--- src/rtl/paged_ea_pkg.sv ---
package paged_ea_pkg;
   typedef enum logic [1:0] {
      CLS_MEMREF = 2'd0,
      CLS_IO     = 2'd1,
      CLS_OPER   = 2'd2
   } op_class_e;
endpackage

--- src/rtl/ea_decode.sv ---
module ea_decode
   import paged_ea_pkg::*;
#(
   parameter int WORD_W      = 12,
   parameter int OPC_W       = 3,
   parameter int OFF_W       = 7,
   parameter int LAST_MEMREF = 5,
   parameter int IO_OPC      = 6
) (
   input  logic [WORD_W-1:0] instr,
   input  logic [WORD_W-1:0] pc,
   output op_class_e         cls,
   output logic              indirect,
   output logic [WORD_W-1:0] addr
);
   localparam int HI_W    = WORD_W - OFF_W;
   localparam int IND_POS = WORD_W - OPC_W - 1;
   localparam int PG_POS  = IND_POS - 1;

   initial begin
      assert (WORD_W == OPC_W + 2 + OFF_W)
         else $fatal(1, "ea_decode: field widths do not fill the word");
      assert (LAST_MEMREF < IO_OPC && IO_OPC < (1 << OPC_W))
         else $fatal(1, "ea_decode: opcode split out of range");
   end

   logic [OPC_W-1:0] opc;
   logic             page_sel;
   logic [OFF_W-1:0] offset;

   assign opc      = instr[WORD_W-1 -: OPC_W];
   assign indirect = instr[IND_POS];
   assign page_sel = instr[PG_POS];
   assign offset   = instr[OFF_W-1:0];

   always_comb begin
      if (int'(opc) <= LAST_MEMREF)  cls = CLS_MEMREF;
      else if (int'(opc) == IO_OPC)  cls = CLS_IO;
      else                           cls = CLS_OPER;
   end

   generate
      if (HI_W > 0) begin : g_paged
         logic [HI_W-1:0] page_no;
         assign page_no = page_sel ? pc[WORD_W-1:OFF_W] : '0;
         assign addr    = {page_no, offset};
      end else begin : g_flat
         assign addr = offset;
      end
   endgenerate
endmodule

--- src/rtl/ea_seq.sv ---
module ea_seq
   import paged_ea_pkg::*;
#(
   parameter int WORD_W = 12
) (
   input  logic              clk,
   input  logic              rst_n,
   input  logic              start,
   input  op_class_e         cls,
   input  logic              indirect,
   input  logic [WORD_W-1:0] addr,
   input  logic              mem_valid,
   input  logic [WORD_W-1:0] mem_rdata,
   output logic              idle,
   output logic              done,
   output logic              mem_req,
   output logic [WORD_W-1:0] mem_addr,
   output op_class_e         cls_q,
   output logic [WORD_W-1:0] ea
);
   typedef enum logic [1:0] {ST_IDLE, ST_READ, ST_DONE} state_e;
   state_e state;
   logic [WORD_W-1:0] addr_q, ea_q;

   always_ff @(posedge clk) begin
      if (!rst_n) begin
         state  <= ST_IDLE;
         addr_q <= '0;
         ea_q   <= '0;
         cls_q  <= CLS_MEMREF;
      end else begin
         unique case (state)
            ST_IDLE: if (start) begin
               cls_q  <= cls;
               addr_q <= addr;
               if (cls == CLS_MEMREF && indirect) begin
                  state <= ST_READ;
               end else begin
                  state <= ST_DONE;
                  ea_q  <= (cls == CLS_MEMREF) ? addr : '0;
               end
            end
            ST_READ: if (mem_valid) begin
               ea_q  <= mem_rdata;
               state <= ST_DONE;
            end
            ST_DONE: state <= ST_IDLE;
            default: state <= ST_IDLE;
         endcase
      end
   end

   assign idle     = (state == ST_IDLE);
   assign done     = (state == ST_DONE);
   assign mem_req  = (state == ST_READ);
   assign mem_addr = addr_q;
   assign ea       = ea_q;

   assert_req_hold_R6: assert property (@(posedge clk) disable iff (!rst_n)
      mem_req && !mem_valid |=> mem_req && $stable(mem_addr));
   assert_req_memref_R6: assert property (@(posedge clk) disable iff (!rst_n)
      mem_req |-> cls_q == CLS_MEMREF);
   assert_read_done_R7: assert property (@(posedge clk) disable iff (!rst_n)
      mem_req && mem_valid |=> done && ea == $past(mem_rdata));
   assert_nomem_zero_R8: assert property (@(posedge clk) disable iff (!rst_n)
      done && cls_q != CLS_MEMREF |-> ea == '0);
   assert_done_pulse_R10: assert property (@(posedge clk) disable iff (!rst_n)
      done |=> !done && idle);
   assert_busy_ignored_R9: assert property (@(posedge clk) disable iff (!rst_n)
      !idle && start |=> !(idle && !$past(done)));
endmodule

--- src/rtl/paged_ea_unit.sv ---
module paged_ea_unit
   import paged_ea_pkg::*;
#(
   parameter int WORD_W      = 12,
   parameter int OPC_W       = 3,
   parameter int OFF_W       = 7,
   parameter int LAST_MEMREF = 5,
   parameter int IO_OPC      = 6
) (
   input  logic              clk,
   input  logic              rst_n,
   input  logic              start,
   input  logic [WORD_W-1:0] instr,
   input  logic [WORD_W-1:0] pc,
   output logic              idle,
   output logic              mem_req,
   output logic [WORD_W-1:0] mem_addr,
   input  logic              mem_valid,
   input  logic [WORD_W-1:0] mem_rdata,
   output logic              done,
   output logic [1:0]        opclass,
   output logic [WORD_W-1:0] ea
);
   op_class_e         dec_cls, seq_cls;
   logic              dec_ind;
   logic [WORD_W-1:0] dec_addr;

   ea_decode #(
      .WORD_W(WORD_W), .OPC_W(OPC_W), .OFF_W(OFF_W),
      .LAST_MEMREF(LAST_MEMREF), .IO_OPC(IO_OPC)
   ) u_decode (
      .instr(instr), .pc(pc),
      .cls(dec_cls), .indirect(dec_ind), .addr(dec_addr)
   );

   ea_seq #(.WORD_W(WORD_W)) u_seq (
      .clk(clk), .rst_n(rst_n), .start(start),
      .cls(dec_cls), .indirect(dec_ind), .addr(dec_addr),
      .mem_valid(mem_valid), .mem_rdata(mem_rdata),
      .idle(idle), .done(done), .mem_req(mem_req), .mem_addr(mem_addr),
      .cls_q(seq_cls), .ea(ea)
   );

   assign opclass = seq_cls;

   assert_no_req_on_done_R5: assert property (@(posedge clk) disable iff (!rst_n)
      done |-> !mem_req);
endmodule

--- config.mk ---
export PLATFORM = sky130hd
export DESIGN_NAME = paged_ea_unit
export DESIGN_NICKNAME = d
export VERILOG_FILES = /design/src/rtl/paged_ea_pkg.sv /design/src/rtl/ea_decode.sv /design/src/rtl/ea_seq.sv /design/src/rtl/paged_ea_unit.sv
export SDC_FILE = /design/constraint.sdc
export NUM_CORES = 1
export LEC_CHECK = 0
export BUFFER_PORTS_ARGS = -buffer_cell sky130_fd_sc_hd__buf_2
export CORE_UTILIZATION = 45
export DETAILED_ROUTE_END_ITERATION = 16
export PLACE_DENSITY = 0.86
export SLEW_MARGIN = 20
export SYNTH_ARGS = -nofsm -noshare
export SYNTH_HDL_FRONTEND = slang
export SYNTH_HIERARCHICAL = 1
export SYNTH_SLANG_ARGS = --single-unit
--- constraint.sdc ---
create_clock -name clk -period 1.91 [get_ports clk]
set_input_delay 0.2865 -clock clk [delete_from_list [all_inputs] [get_ports clk]]
set_output_delay 0.2865 -clock clk [all_outputs]
set_load 0.02 [all_outputs]
==> results.md <==
Critical path:
- Tracing the worst setup path back leads to its startpoint at u_seq/state[1]$_SDFFE_PN0P_.
- The type of destination of the critical path is an output pin.
- The type of the worst setup path is flip-flop to output pin.
- Of all nets on the critical path, the largest fanout is 12.
- The required time at the worst-slack endpoint is 1.62 ns.
- STA classifies the critical path startpoint as a flip-flop.
- The worst register-to-register path has a depth of 3.
- The beginning of the worst register-to-register path is u_seq/state[0]$_SDFFE_PN0P_.
- STA puts the critical path data arrival time at roughly 1.5 ns.

Global routing:
- The first-pass GRT wire length is about 5500 um.
- The initial antenna violation count is 0.
- The largest net degree at the start of global routing is 28.
- The via count of the first global-routing pass is 1182.
- The total routing usage reported by global routing is roughly a fifth.
- After global routing the overflow that remains totals 0.

Routing:
- Dividing the detail-routed via count by the number of cells gives 5.47.
- Summed over all layers, the routed wires come to between 3000 and 4000 um.
- The count of antenna-violating nets left after detailed routing is 0.
- Before antenna repair, the detailed router went through 10 iterations.
- The DRC violation count after routing is 4.
- The final route contains 1330 vias.
- Dividing the detail-routed wire length by the instance count gives 14.0 um.
- The number of DRC markers after the initial detailed-route iteration is 70.

Timing:
- In this run the tightest slew margin relative to its limit is a little under half.
- Setup repair after global routing left no endpoint under its margin.
- For the pin with the worst max-slew slack, the measured transition is slightly below 0.8 ns.
- The count of final hold-check violations was 0.
- The final max-slew violation count came to 0.
- Setup violations remaining at the end of the flow were counted as 0.
- The setup slack after layout is 0.166 ns.
- The clock arrives with between 0.002 and 0.0025 ns of skew.
- Timing would allow up to approximately 0.57 GHz.
- The minimum period implied by the final worst setup slack is around 1.7 ns.
- Setup total negative slack on the finished layout was measured at 0 ns.
- The final critical path takes up around nine tenths of the cycle.

Power:
- The leakage power total is 0.820 nW.
- The worst IR drop on VDD is between 0.4 and 0.5 mV.
- The power per standard cell area is between 700 and 800 nW/um2.
- The total power is approximately 1.2 mW.

Layout:
- The proportion of layout cells with a drive suffix above 1 is a little under two fifths.
- The post-layout net count is 253.
- The final antenna diode count is 0.
- Leaving out fill and tap cells, the most frequent cell in the layout is buf_2.
- The top cell types in the final layout, fill and taps aside, are 61 x buf_2, 28 x nand2_1, 27 x dfxtp_1.
- Once layout is done, the placed cells without fillers occupy 1710 um2.
- Fill cells in the final layout number 260.
- The area growth from synthesis to layout is 21.6%.
- Cells fill 60.0% of the core in the end.

Clock network:
- The clock-pin transition on the worst setup and hold timing paths is about 0.15 ns.
- TritonCTS built the clock tree.
- In this run, CTS created clock tree buffers numbering 3.
- The tree is rooted in a clkbuf_4.
- The clock insertion delay at the later pin of the skew report is 0.33 ns.
- The total of hold buffers inserted after clock tree synthesis is 0.
- The number of levels the H-tree was split into is 1.
- The clock passes through at most 2 buffers.
- The total number of clock tree sinks is 28.

Floorplan:
- The die covers 3350 um2.
- For this configuration, the core starts out at a cell density of between 40% and 50%.
- The number of I/O pins is 69.
- After floorplanning, the core was sized to cover between 2000 and 3000 um2.
- The horizontal extent of the die is between 50 and 60 um.
- The floorplan die height is 57.9 um.
- In this run the core area contains 19 standard-cell rows.

Yosys:
- For this run, asynchronously set or reset flops after synthesis account for 0%.
- The combined area of all synthesized cells is 1410 um2.
- The sequential element share of the synthesized area is 39.9%.
- Counting distinct cell types in the post-synthesis netlist gives 27.
- Dividing the synthesized area by the synthesized cell count gives 8.63 um2.
- The gate count after technology mapping is roughly 160.
- Yosys printed 6 warnings.
- The commonest register cell after synthesis is dfxtp_1.
- After synthesis the netlist holds a flip-flop and latch count of 28.
- The total nets after synthesis is 203.
- The synthesized design contains 0 enable-type register cells.

Job:
- The tool flagged a number of max-cap violations equal to 0.

Status:
- The checks that failed: DRC.
- The flow ran to the end, but the final reports show violations.

Placement:
- The detailed-placement wirelength estimate is about 2600 um.
- The congestion estimate from routability-driven global placement came to between 0.8 and 0.9.
- Before CTS, the worst setup slack after placement is 0.209 ns.
- The area after detailed placement is between 1500 and 2000 um2.
- The number of input and output port buffers inserted is 61.

Worst hold path:
- The worst min-delay path startpoint is instr[3].
- The number of stages on the worst hold path is 3.
- The worst hold path belongs to the class primary input to flip-flop.
-- report_power, final --
part	switching, mW	leakage (nW)	internal (mW)
Combinational	0.162	0.570	0.112
Sequential	0.0226	0.229	0.619
Clock	0.175	0.0210	0.117
-- synthesized netlist by cell type (3+ instances only) --
cell type / number / area (um2)
o311ai_0: 12 / 105
a31oi_1: 12 / 75.1
nand2_1: 28 / 105
and2_1: 6 / 37.5
o21ai_1: 8 / 40.0
o21ai_0: 3 / 15.0
and3b_1: 13 / 114
clkbuf_1: 12 / 45.0
a21boi_0: 13 / 97.6
dfxtp_1: 28 / 561
buf_4: 8 / 60.1
-- final timing paths --
check / end / slack [ns]
setup / recovery: mem_req / 0.17
hold / removal: u_seq/mem_addr[3]$_SDFFE_PN0P_ / 0.20
setup reg to reg: u_seq/ea[4]$_SDFFE_PN0P_ / 0.41
hold reg to reg: u_seq/mem_addr[3]$_SDFFE_PN0P_ / 0.47
-- final cells by class --
cell class	count	area, um2	share of cell area (%)
clock buffers	4	36.3	2.12
well taps	31	38.8	2.27
inverters	2	7.51	0.439
multi-input cells	109	701	41.0
repair buffers	69	365	21.4
flip-flops and latches	28	562	32.8
-- registers in the layout, indices dropped and copies added (netlist names) --
signal / cells
u_seq/cls_q: 2
u_seq/mem_addr: 12
u_seq/ea: 12
u_seq/state: 2
-- per-layer routing --
layer,wire [um],GRT usage [%],vias up
met5,0,0,-
met1,1650,31.4,580
met2,1420,31.4,68
met3,289,3.79,5
li1,-,-,677
met4,35,6.12,0
-- cell families after synthesis --
kind of cell / after synthesis / synth area share, %
flops: 28 / 39.9
mux: 1 / 0.712
simple gates: 57 / 23.7
compound gates: 51 / 25.4
buf+inv: 26 / 10.3
-- critical path: stages, from the launching register on --
cell,delay [ns]
dfxtp_1,0.55
nand2b_1,0.35
inv_1,0.06
buf_2,0.16
-- through the flow --
stage	instances	hold WS (ns)
CTS	243	0.196
detailed placement	239	0.453
floorplan	163	0.514
global route	243	0.195
global placement	239	0.443
finish	243	0.200
-- timing repair --
item	4_1_cts	5_1_grt
buffers inserted	0	0
resized for setup	0	1
setup endpoints to repair	0	1
(Power assumes the default switching activity.)
